<file path="config.mk">
export PLATFORM = sky130hd
export DESIGN_NAME = spi_mem_bridge
export DESIGN_NICKNAME = d
export VERILOG_FILES = /design/src/rtl/spi_bridge_pkg.sv /design/src/rtl/spi_edge_detect.sv /design/src/rtl/spi_shift_unit.sv /design/src/rtl/spi_xfer_ctrl.sv /design/src/rtl/spi_mem_bridge.sv
export SDC_FILE = /design/constraint.sdc
export NUM_CORES = 1
export LEC_CHECK = 0
export ABC_AREA = 0
export BUFFER_PORTS_ARGS = -buffer_cell sky130_fd_sc_hd__buf_2
export CORE_AREA = 3 3 69 71
export DETAILED_ROUTE_END_ITERATION = 10
export DIE_AREA = 0 0 72 74
export GPL_ROUTABILITY_DRIVEN = 0
export PLACE_DENSITY = 0.76
export SETUP_SLACK_MARGIN = 0.05
export SLEW_MARGIN = 20
export SYNTH_ARGS = -nofsm -noshare
export SYNTH_HDL_FRONTEND = slang
export SYNTH_SLANG_ARGS = --single-unit
</file>
<file path="constraint.sdc">
create_clock -name clk -period 1.9 [get_ports clk]
set_input_delay 0.095 -clock clk [delete_from_list [all_inputs] [get_ports clk]]
set_output_delay 0.095 -clock clk [all_outputs]
set_load 0.02 [all_outputs]
</file>
<file path="src/rtl/spi_bridge_pkg.sv">
package spi_bridge_pkg;
  typedef enum logic [1:0] {
    PH_IDLE = 2'd0,
    PH_ADDR = 2'd1,
    PH_DATA = 2'd2
  } phase_t;
endpackage

</file>
<file path="src/rtl/spi_edge_detect.sv">
module spi_edge_detect (
  input  logic clk,
  input  logic rst_n,
  input  logic cpol,
  input  logic cpha,
  input  logic sck,
  input  logic si,
  input  logic ss,
  output logic sample_o,
  output logic shift_o,
  output logic si_o,
  output logic ss_fall_o,
  output logic ss_rise_o
);
  logic [2:0] sck_q;
  logic [1:0] si_q;
  logic [2:0] ss_q;
  logic       rise, fall, lead, trail, active;

  always_ff @(posedge clk or negedge rst_n) begin
    if (!rst_n) begin
      sck_q <= '0;
      si_q  <= '0;
      ss_q  <= '1;
    end else begin
      sck_q <= {sck_q[1:0], sck};
      si_q  <= {si_q[0], si};
      ss_q  <= {ss_q[1:0], ss};
    end
  end

  always_comb begin
    rise      = sck_q[1] & ~sck_q[2];
    fall      = ~sck_q[1] & sck_q[2];
    lead      = cpol ? fall : rise;
    trail     = cpol ? rise : fall;
    active    = ~ss_q[1];
    sample_o  = active & (cpha ? trail : lead);
    shift_o   = active & (cpha ? lead : trail);
    si_o      = si_q[1];
    ss_fall_o = ~ss_q[1] & ss_q[2];
    ss_rise_o = ss_q[1] & ~ss_q[2];
  end
endmodule

</file>
<file path="src/rtl/spi_shift_unit.sv">
module spi_shift_unit #(
  parameter int RX_W = 8,
  parameter int TX_W = 8
) (
  input  logic            clk,
  input  logic            rst_n,
  input  logic            clear,
  input  logic            skip_init,
  input  logic            arm_skip,
  input  logic            sample,
  input  logic            shift,
  input  logic            si,
  input  logic            load,
  input  logic [TX_W-1:0] load_data,
  output logic [RX_W-1:0] rx_o,
  output logic            so_o
);
  logic [RX_W-1:0] rx_q, rx_n;
  logic [TX_W-1:0] tx_q, tx_n;
  logic            skip_q, skip_n;

  always_comb begin
    rx_n   = rx_q;
    tx_n   = tx_q;
    skip_n = skip_q;
    if (sample) rx_n = {rx_q[RX_W-2:0], si};
    if (clear) begin
      tx_n   = '0;
      skip_n = skip_init;
    end else if (load) begin
      tx_n = load_data;
      if (shift) skip_n = 1'b0;
    end else if (shift) begin
      if (skip_q) skip_n = 1'b0;
      else        tx_n   = {tx_q[TX_W-2:0], 1'b0};
    end
    if (arm_skip && !clear) skip_n = 1'b1;
  end

  always_ff @(posedge clk or negedge rst_n) begin
    if (!rst_n) begin
      rx_q   <= '0;
      tx_q   <= '0;
      skip_q <= 1'b0;
    end else begin
      rx_q   <= rx_n;
      tx_q   <= tx_n;
      skip_q <= skip_n;
    end
  end

  assign rx_o = rx_q;
  assign so_o = tx_q[TX_W-1];
endmodule

</file>
<file path="src/rtl/spi_xfer_ctrl.sv">
module spi_xfer_ctrl
  import spi_bridge_pkg::*;
#(
  parameter int ADDR_W = 8,
  parameter int DATA_W = 8,
  parameter int RX_W   = 8
) (
  input  logic              clk,
  input  logic              rst_n,
  input  logic              sample,
  input  logic              ss_fall,
  input  logic              ss_rise,
  input  logic [RX_W-1:0]   rx,
  output logic [ADDR_W-1:0] addr_o,
  output logic [DATA_W-1:0] dout_o,
  output logic              rd_o,
  output logic              we_o,
  output logic              word_done_o
);
  localparam int CNT_W = $clog2(RX_W) + 1;
  localparam logic [CNT_W-1:0] ALAST = CNT_W'(ADDR_W - 1);
  localparam logic [CNT_W-1:0] DLAST = CNT_W'(DATA_W - 1);

  phase_t            phase_q, phase_n;
  logic [CNT_W-1:0]  cnt_q, cnt_n, last;
  logic              done_q, done_n, dadr_q, dadr_n;
  logic [ADDR_W-1:0] addr_q, addr_n;
  logic [DATA_W-1:0] dout_q, dout_n;
  logic              rd_q, rd_n, we_q, we_n;

  always_comb begin
    phase_n = phase_q;
    cnt_n   = cnt_q;
    done_n  = 1'b0;
    dadr_n  = dadr_q;
    addr_n  = addr_q;
    dout_n  = dout_q;
    rd_n    = 1'b0;
    we_n    = 1'b0;
    last    = (phase_q == PH_ADDR) ? ALAST : DLAST;
    if (ss_fall) begin
      phase_n = PH_ADDR;
      cnt_n   = '0;
    end else if (ss_rise) begin
      phase_n = PH_IDLE;
      cnt_n   = '0;
    end else if (sample && phase_q != PH_IDLE) begin
      if (cnt_q == last) begin
        cnt_n   = '0;
        done_n  = 1'b1;
        dadr_n  = (phase_q == PH_ADDR);
        phase_n = PH_DATA;
      end else begin
        cnt_n = cnt_q + 1'b1;
      end
    end
    if (done_q) begin
      if (dadr_q) begin
        addr_n = rx[ADDR_W-1:0];
        rd_n   = 1'b1;
      end else begin
        dout_n = rx[DATA_W-1:0];
        we_n   = 1'b1;
      end
    end
    if (we_q) begin
      addr_n = addr_q + 1'b1;
      rd_n   = 1'b1;
    end
  end

  always_ff @(posedge clk or negedge rst_n) begin
    if (!rst_n) begin
      phase_q <= PH_IDLE;
      cnt_q   <= '0;
      done_q  <= 1'b0;
      dadr_q  <= 1'b0;
      addr_q  <= '0;
      dout_q  <= '0;
      rd_q    <= 1'b0;
      we_q    <= 1'b0;
    end else begin
      phase_q <= phase_n;
      cnt_q   <= cnt_n;
      done_q  <= done_n;
      dadr_q  <= dadr_n;
      addr_q  <= addr_n;
      dout_q  <= dout_n;
      rd_q    <= rd_n;
      we_q    <= we_n;
    end
  end

  assign addr_o      = addr_q;
  assign dout_o      = dout_q;
  assign rd_o        = rd_q;
  assign we_o        = we_q;
  assign word_done_o = done_q;
endmodule

</file>
<file path="src/rtl/spi_mem_bridge.sv">
module spi_mem_bridge #(
  parameter int ADDR_W = 8,
  parameter int DATA_W = 8
) (
  input  logic              clk,
  input  logic              rst_n,
  input  logic              cpol,
  input  logic              cpha,
  input  logic              sck,
  input  logic              si,
  input  logic              ss,
  input  logic [DATA_W-1:0] data_in,
  output logic [DATA_W-1:0] data_out,
  output logic [ADDR_W-1:0] addr_out,
  output logic              rd,
  output logic              we,
  output logic              so
);
  localparam int RX_W = (ADDR_W > DATA_W) ? ADDR_W : DATA_W;

  logic            sample, shift, si_s, ss_fall, ss_rise, word_done;
  logic [RX_W-1:0] rx;

  spi_edge_detect u_edge (
    .clk(clk), .rst_n(rst_n), .cpol(cpol), .cpha(cpha),
    .sck(sck), .si(si), .ss(ss),
    .sample_o(sample), .shift_o(shift), .si_o(si_s),
    .ss_fall_o(ss_fall), .ss_rise_o(ss_rise)
  );

  spi_shift_unit #(.RX_W(RX_W), .TX_W(DATA_W)) u_shift (
    .clk(clk), .rst_n(rst_n),
    .clear(ss_fall | ss_rise), .skip_init(cpha), .arm_skip(word_done),
    .sample(sample), .shift(shift), .si(si_s),
    .load(rd), .load_data(data_in),
    .rx_o(rx), .so_o(so)
  );

  spi_xfer_ctrl #(.ADDR_W(ADDR_W), .DATA_W(DATA_W), .RX_W(RX_W)) u_ctrl (
    .clk(clk), .rst_n(rst_n), .sample(sample),
    .ss_fall(ss_fall), .ss_rise(ss_rise), .rx(rx),
    .addr_o(addr_out), .dout_o(data_out),
    .rd_o(rd), .we_o(we), .word_done_o(word_done)
  );
endmodule

</file>
==> results.md, run 1 <==
- Final Skew: 0.00499 ns
- Vias in the first global route: 1472
- Die H: 74 um
- Critical Path Source: u_edge.ss_q[1]$_DFF_PN1_
- Ys async rst share: 100%
- Class of the worst hold path: in2reg
- Total GRT Usage: 16.3%
- VDD IR max: 0.626 mV
- Final slew viol count: 0
- Worst slew margin: about two thirds
- Count of cell types in the netlist: between 40 and 50
- Flip-flop and latch count after synthesis: 51
- Syn. warnings: 0
- Tmin final: 1.75 ns
- Via density: about 5.5
- Register area share after synthesis: 55.4%
- DR WL/cell: 13.5 um
- Slew @ Worst Pin: just over 0.5 ns
- Cells after Synth: 205
- Worst-case clock buffer depth: 2
- Die area: 5330 um2
- Complex-gate fraction of the synthesized area: 11.9%
- R2R Setup Slk: roughly 0.15 ns
- Vias: about 1600
- Worst EP required: 2.09 ns
- H-Tree Depth: 2
- Status: finished clean
- CTS root buffer: clkbuf_8
- Critical path peak fanout: 10
- Placed cell count: 285
- Non-Filler Instances: 297
- Row count: 24
- Critical Path AT: 1.93 ns
- DRT Wirelength: 4010 um
- P&R area growth vs syn: 16.2%
- Critical path capture point type: flop
- Final setup viols: 0
- Max cap viols: 0
- ANT cells: 0
- CTS sink count: 51
- Final hold violations: 0
- Critical Path End: u_ctrl.cnt_q[0]$_DFFE_PN0P_
- Post-Place Worst Slack: 0.166 ns
- Synth Area in XOR/XNOR: approximately 1.1%
- Total Nets Final: 263
- Fmax: 0.573 GHz
- Largest family of logic cells by synthesized area: simple AND/OR/NAND/NOR gates
- Adder-Cell Fraction of Synth Area: 2.16%
- CTS clk-pin slew, worst paths: 0.09 ns
- Mapped Area: 2310 um2
- Proportion of synthesized area in mux cells: ~13%
- Nature of the critical path startpoint: flop
- Inserted Clock Buffers: 5
- Core area: 4290 um2
- Main flop type after synthesis: dfrtp_1
- Reg2Reg Depth: 4
- # IOs: 34
- Stages on the worst setup path: 4
- Syn_area_per_cell: 11.3 um2
- Final Hold Slack: 0.0489 ns
- Power density of the placed cells: 901 nW/um2
- Period utilisation layout: approximately nine tenths
- Syn nets: around 220
- RSZ-0062 raised after global routing: false
- R2R Path Start: u_edge.ss_q[1]$_DFF_PN1_
- Layout cells sized above 1: 28.2%
- Setup TNS: 0 ns
- Drt initial violations: 124
- Dpl hpwl: 2850 um
- CP Class: reg2reg
- Worst-path cell chain: inv_1, ha_1, o21ai_2, mux2_2
- DRC viols: 0
- Reg2reg end: u_ctrl.cnt_q[0]$_DFFE_PN0P_
- Starting density of the core: 53.8%
- LEAKAGE: 1.28 nW
- Die W: slightly above 70 um
- Port Buf Inserts: 33
- Worst-Skew Late Latency: about 0.3 ns
- Simple-gate area share of the yosys netlist: 12.9%
- Remaining global-route overflow: 0
- EDFF count, synth: 0
- Initial antenna violation count: 0
- CTS tree: yes
- Largest net degree at the start of global routing: 30
- Number of iterations in the first detailed-routing pass: 4
- Worst path bufs/invs: 1
- Worst path max stage delay: 0.60 ns
- Crit path max-delay family: flip-flops
- Final worst slack: approximately 0.15 ns
- Crit-path slowest cell: dfstp_2
- Total power: about 2.4 mW
- ANT nets after route: 0
- First-pass GRT wire length: 6800 um
[layout by cell type, fill, tap and decap left out, types with 2 or more instances in the layout]
| master | n |
|---|---|
| inv_1 | 10 |
| buf_4 | 3 |
| dfstp_2 | 3 |
| clkbuf_8 | 5 |
| nand4_1 | 3 |
| mux2_2 | 15 |
| and3_1 | 2 |
| nor3b_1 | 2 |
| nand2_1 | 16 |
| dfrtp_1 | 48 |
| ha_1 | 4 |
| nor3_1 | 3 |
| dlygate4sd3_1 | 4 |
| nor4b_1 | 3 |
| a21oi_1 | 16 |
| a211oi_1 | 2 |
| mux2i_1 | 10 |
| nor2_1 | 14 |
| o21ai_0 | 14 |
| nand3_1 | 4 |
| nand3b_1 | 2 |
| buf_2 | 33 |
[metrics by stage]
stage	cell area, um2	utilization, %
4_1_cts	2690	62.6
3_3_place_gp	2540	59.1
6_report	2690	62.6
5_1_grt	2690	62.6
3_5_place_dp	2540	59.1
2_1_floorplan	2310	-
[synthesized netlist by cell type, types with 2 or more instances]
library cell | instances | area, um2
a211oi_1 | 2 | 15.0
a21oi_1 | 16 | 80.1
and3_1 | 2 | 12.5
buf_6 | 2 | 22.5
clkbuf_1 | 6 | 22.5
dfrtp_1 | 48 | 1200
dfstp_2 | 3 | 78.8
ha_1 | 4 | 50.1
inv_1 | 10 | 37.5
mux2_2 | 15 | 169
mux2i_1 | 10 | 100
nand2_1 | 16 | 60.1
nand3_1 | 4 | 20.0
nand3b_1 | 2 | 15.0
nand4_1 | 3 | 18.8
nor2_1 | 14 | 52.6
nor3_1 | 3 | 15.0
nor3b_1 | 2 | 15.0
nor4b_1 | 3 | 26.3
o21ai_0 | 14 | 70.1
[cell families (layout without fill, tap and decap cells)]
logic type / after synthesis / after routing
AND/OR/NAND/NOR: 57 / 57
flip-flops: 51 / 51
AO/OA/AOI/OAI: 45 / 45
multiplexers: 27 / 27
buffers and inverters: 19 / 59
adder cells (fa/ha/maj): 4 / 4
XOR/XNOR: 2 / 2
[tightest hold or removal path: stages]
cell,delay [ns]
buf_2,0.10
nand2_1,0.07
a21oi_2,0.05
[area by class of cell]
type / instances / area, um2
well taps: 52 / 65.1
multi-input cells: 135 / 946
inverters: 10 / 37.5
clock buffers: 6 / 72.6
repair buffers: 41 / 248
clock inverters: 2 / 37.5
flip-flops and latches: 51 / 1280
fillers: 345 / 1610
[report_power, final]
part | total (mW) | leakage, nW | internal, mW | switching (mW)
Clock | 0.731 | 0.0514 | 0.393 | 0.339
Sequential | 1.36 | 0.672 | 1.22 | 0.142
Combinational | 0.330 | 0.559 | 0.171 | 0.159
Total | 2.42 | 1.28 | 1.78 | 0.640
[flip-flops by register name, indices dropped and copies added (netlist names)]
register and cells:
u_ctrl.addr_o 8, u_ctrl.dout_o 8, u_shift.rx_o 8, u_shift.tx_q 8, u_ctrl.cnt_q 4, u_edge.sck_q 3
u_edge.ss_q 3, u_ctrl.phase_q 2, u_edge.si_q 2, u_ctrl.dadr_q 1, u_ctrl.rd_o 1, u_ctrl.we_o 1
u_ctrl.word_done_o 1, u_shift.skip_q 1
[how the worst min path moves through the flow]
stage,start,endpoint,depth (start not counted)
2_1_floorplan,rst_n,u_ctrl.addr_o[0]$_DFFE_PN0P_,0
3_3_place_gp,rst_n,u_ctrl.addr_o[3]$_DFFE_PN0P_,1
3_5_place_dp,rst_n,u_ctrl.addr_o[3]$_DFFE_PN0P_,1
4_1_cts,data_in[0],u_shift.tx_q[0]$_DFFE_PN0P_,3
5_1_grt,data_in[0],u_shift.tx_q[0]$_DFFE_PN0P_,3
6_report,data_in[0],u_shift.tx_q[0]$_DFFE_PN0P_,3
[per-layer routing]
metal	wire, um	global-route usage (%)
met1	1990	23.8
met2	1800	23.9
met3	180	4.19
met4	42	5.43
met5	0	0
[repair_timing]
action	4_1_cts	5_1_grt
hold buffers	4	0
hold endpoints to repair	22	0
resized for setup	0	0
setup endpoints to repair	0	0
setup buffers	0	0
No activity file was read; power rests on OpenSTA's default activity.
==> inputs of run 2 (changes only) <==
--- a/config.mk
+++ b/config.mk
@@ -7,11 +7,11 @@
 export LEC_CHECK = 0
 export ABC_AREA = 0
 export BUFFER_PORTS_ARGS = -buffer_cell sky130_fd_sc_hd__buf_2
-export CORE_AREA = 3 3 69 71
+export CORE_AREA = 3 3 72 74
 export DETAILED_ROUTE_END_ITERATION = 10
-export DIE_AREA = 0 0 72 74
+export DIE_AREA = 0 0 75 77
 export GPL_ROUTABILITY_DRIVEN = 0
-export PLACE_DENSITY = 0.76
+export PLACE_DENSITY = 0.73
 export SETUP_SLACK_MARGIN = 0.05
 export SLEW_MARGIN = 20
 export SYNTH_ARGS = -nofsm -noshare
==> constraint.sdc (replaced) <==
create_clock -name clk -period 1.5 [get_ports clk]
set_input_delay 0.075 -clock clk [delete_from_list [all_inputs] [get_ports clk]]
set_output_delay 0.075 -clock clk [all_outputs]
set_load 0.02 [all_outputs]
==> results.md, run 2 (synthesized netlist as in run 1, its figures left out) <==
- Vias: 1717 (was 1647)
- Critical path peak fanout: 17 (was 10)
- Worst-case clock buffer depth: 2 (unchanged)
- Inserted Clock Buffers: 5 (unchanged)
- Worst EP required: 1.69 ns (was 2.09 ns)
- Initial antenna violation count: 0 (unchanged)
- RSZ-0062 raised after global routing: true (was false)
- Layout cells sized above 1: 37.9% (was 28.2%)
- GR Util met3: 4.72% (was 4.19%)
- Port Buf Inserts: 33 (unchanged)
- P&R area growth vs syn: 28.1% (was 16.2%)
- HP Start: data_in[0] (unchanged)
- Met1 GRT Util: 23.2% (was 23.8%)
- Failing checks: setup timing
- Status: complete, but fails checks (was finished clean)
- H-Tree Depth: 2 (unchanged)
- Fillers: 354 (was 345)
- Vias in the first global route: 1650 (was 1472)
- Area occupied by registers: 1280 um2 (about the same)
- ANT nets after route: 0 (unchanged)
- Critical Path Source: u_edge.ss_q[1]$_DFF_PN1_ (unchanged)
- DR WL/cell: 14.8 um (was 13.5 um)
- Worst slew margin: 69.1% (was 65.4%)
- Die W: 75 um (was 72 um)
- CTS root buffer: clkbuf_8 (unchanged)
- Setup TNS: -1.39 ns (was 0 ns)
- R2R Path Start: u_edge.ss_q[1]$_DFF_PN1_ (unchanged)
- DRT Wirelength: 4660 um (was 4010 um)
- Nature of the critical path startpoint: flop (unchanged)
- Largest net degree at the start of global routing: 27 (was 30)
- Most Crowded Layer GR: met2 (unchanged)
- LEAKAGE: 1.41 nW (was 1.28 nW)
- Commonest non-fill, non-tap cell in the layout: dfrtp_1 (unchanged)
- CTS clk-pin slew, worst paths: 0.09 ns (about the same)
- Critical Path AT: 1.82 ns (was 1.93 ns)
- Fmax: 0.614 GHz (was 0.573 GHz)
- Total GRT Usage: 17.1% (was 16.3%)
- Final Skew: 0.00215 ns (was 0.00499 ns)
- Total Nets Final: 279 (was 263)
- CTS sink count: 51 (unchanged)
- Final hold violations: 0 (unchanged)
- Tmin final: 1.63 ns (was 1.75 ns)
- DRC viols: 0 (unchanged)
- Drt initial violations: 104 (was 124)
- Period utilisation layout: 109% (was 91.9%)
- Critical path capture point type: flop (unchanged)
- Commonest non-fill, non-tap cells in the layout: dfrtp_1, buf_2, a21oi_1, nand2_1 (was dfrtp_1, buf_2, a21oi_1, nand2_1, mux2_2)
- Final slew viol count: 0 (unchanged)
- CTS tree: yes (unchanged)
- Starting density of the core: 49.6% (was 53.8%)
- Worst-Skew Late Latency: 0.30 ns (about the same)
- Post-Place Worst Slack: -0.127 ns (was 0.166 ns)
- Core area: 4660 um2 (was 4290 um2)
- Row count: 25 (was 24)
- Dpl hpwl: 3250 um (was 2850 um)
- Die H: 77 um (was 74 um)
- Remaining global-route overflow: 0 (unchanged)
- CP Class: reg2reg (unchanged)
- Final worst slack: -0.129 ns (was 0.154 ns)
- Number of iterations in the first detailed-routing pass: 4 (unchanged)
- VDD IR max: 0.594 mV (was 0.626 mV)
- Routing usage on met2: 25.8% (was 23.9%)
- Slew @ Worst Pin: 0.464 ns (was 0.520 ns)
- Die area: 5780 um2 (was 5330 um2)
- Max cap viols: 0 (unchanged)
- Power density of the placed cells: 1110 nW/um2 (was 901 nW/um2)
- ANT cells: 0 (unchanged)
- # IOs: 34 (unchanged)
- Via density: 5.45 (was 5.55)
- Final setup viols: 22 (was 0)
- First-pass GRT wire length: 7600 um (was 6800 um)
- Class of the worst hold path: in2reg (unchanged)
- Area occupied by multi-input gates: 1050 um2 (was 946 um2)
run 2: metal layers:
layer	vias to the layer above	routed length (um)
met5	-	0
met4	0	54
met3	5	202
met2	40	2240
met1	828	2170
li1	844	-
run 2: final timing paths:
kind                                                       to  slack (ns)  cells past startpoint
worst max-delay path            u_ctrl.phase_q[0]$_DFFE_PN0P_       -0.13                      5
worst min-delay path              u_shift.tx_q[0]$_DFFE_PN0P_        0.03                      3
worst max register to register  u_ctrl.phase_q[0]$_DFFE_PN0P_       -0.13                      5
worst min register to register       u_edge.si_q[1]$_DFF_PN0_        0.36                      0
max in group asynchronous            u_edge.ss_q[1]$_DFF_PN1_        0.66                      3
min in group asynchronous        u_ctrl.addr_o[6]$_DFFE_PN0P_        0.25                      2
run 2: repair_timing:
| item | 4_1_cts | 5_1_grt |
|---|---|---|
| endpoints found under the setup margin | 23 | 24 |
| resized for setup | 5 | 16 |
| setup buffers | 1 | 1 |
| cloned | 1 | 0 |
| pin swaps | 2 | 3 |
| hold buffers | 4 | 0 |
| hold endpoints to repair | 19 | 0 |
run 2: report_power, final:
group / internal, mW / switching [mW] / total (mW)
logic: 0.332 / 0.254 / 0.587
registers: 1.54 / 0.187 / 1.73
clock network: 0.540 / 0.436 / 0.976
total: 2.41 / 0.878 / 3.29
run 2: through the flow:
stage | utilization (%) | instances | power, mW | hold WS (ns) | area, um2
final | 63.5 | 315 | 3.29 | 0.0258 | 2960
after CTS | 62.2 | 314 | 3.28 | 0.0111 | 2900
after global placement | 58.1 | 300 | 2.25 | 0.0521 | 2710
after global routing | 63.5 | 315 | 3.46 | 0.0239 | 2960
after floorplan | - | 205 | 2.04 | -0.221 | 2380
after detailed placement | 58.1 | 300 | 2.28 | 0.0492 | 2710
run 2: final cells by class:
class                   instances  area share [%]
inverters                      10            1.35
clock buffers                   6            2.79
repair buffers                 57            13.8
well taps                      54            2.28
flip-flops and latches         51            43.3
multi-input cells             135            35.3
clock inverters                 2            1.18
run 2: critical path: stages (launching register included):
cell and delay, ns:
dfstp_2 0.67, nor3b_4 0.08, mux2i_4 0.20, buf_12 0.19, nor2_1 0.06, o32a_1 0.32
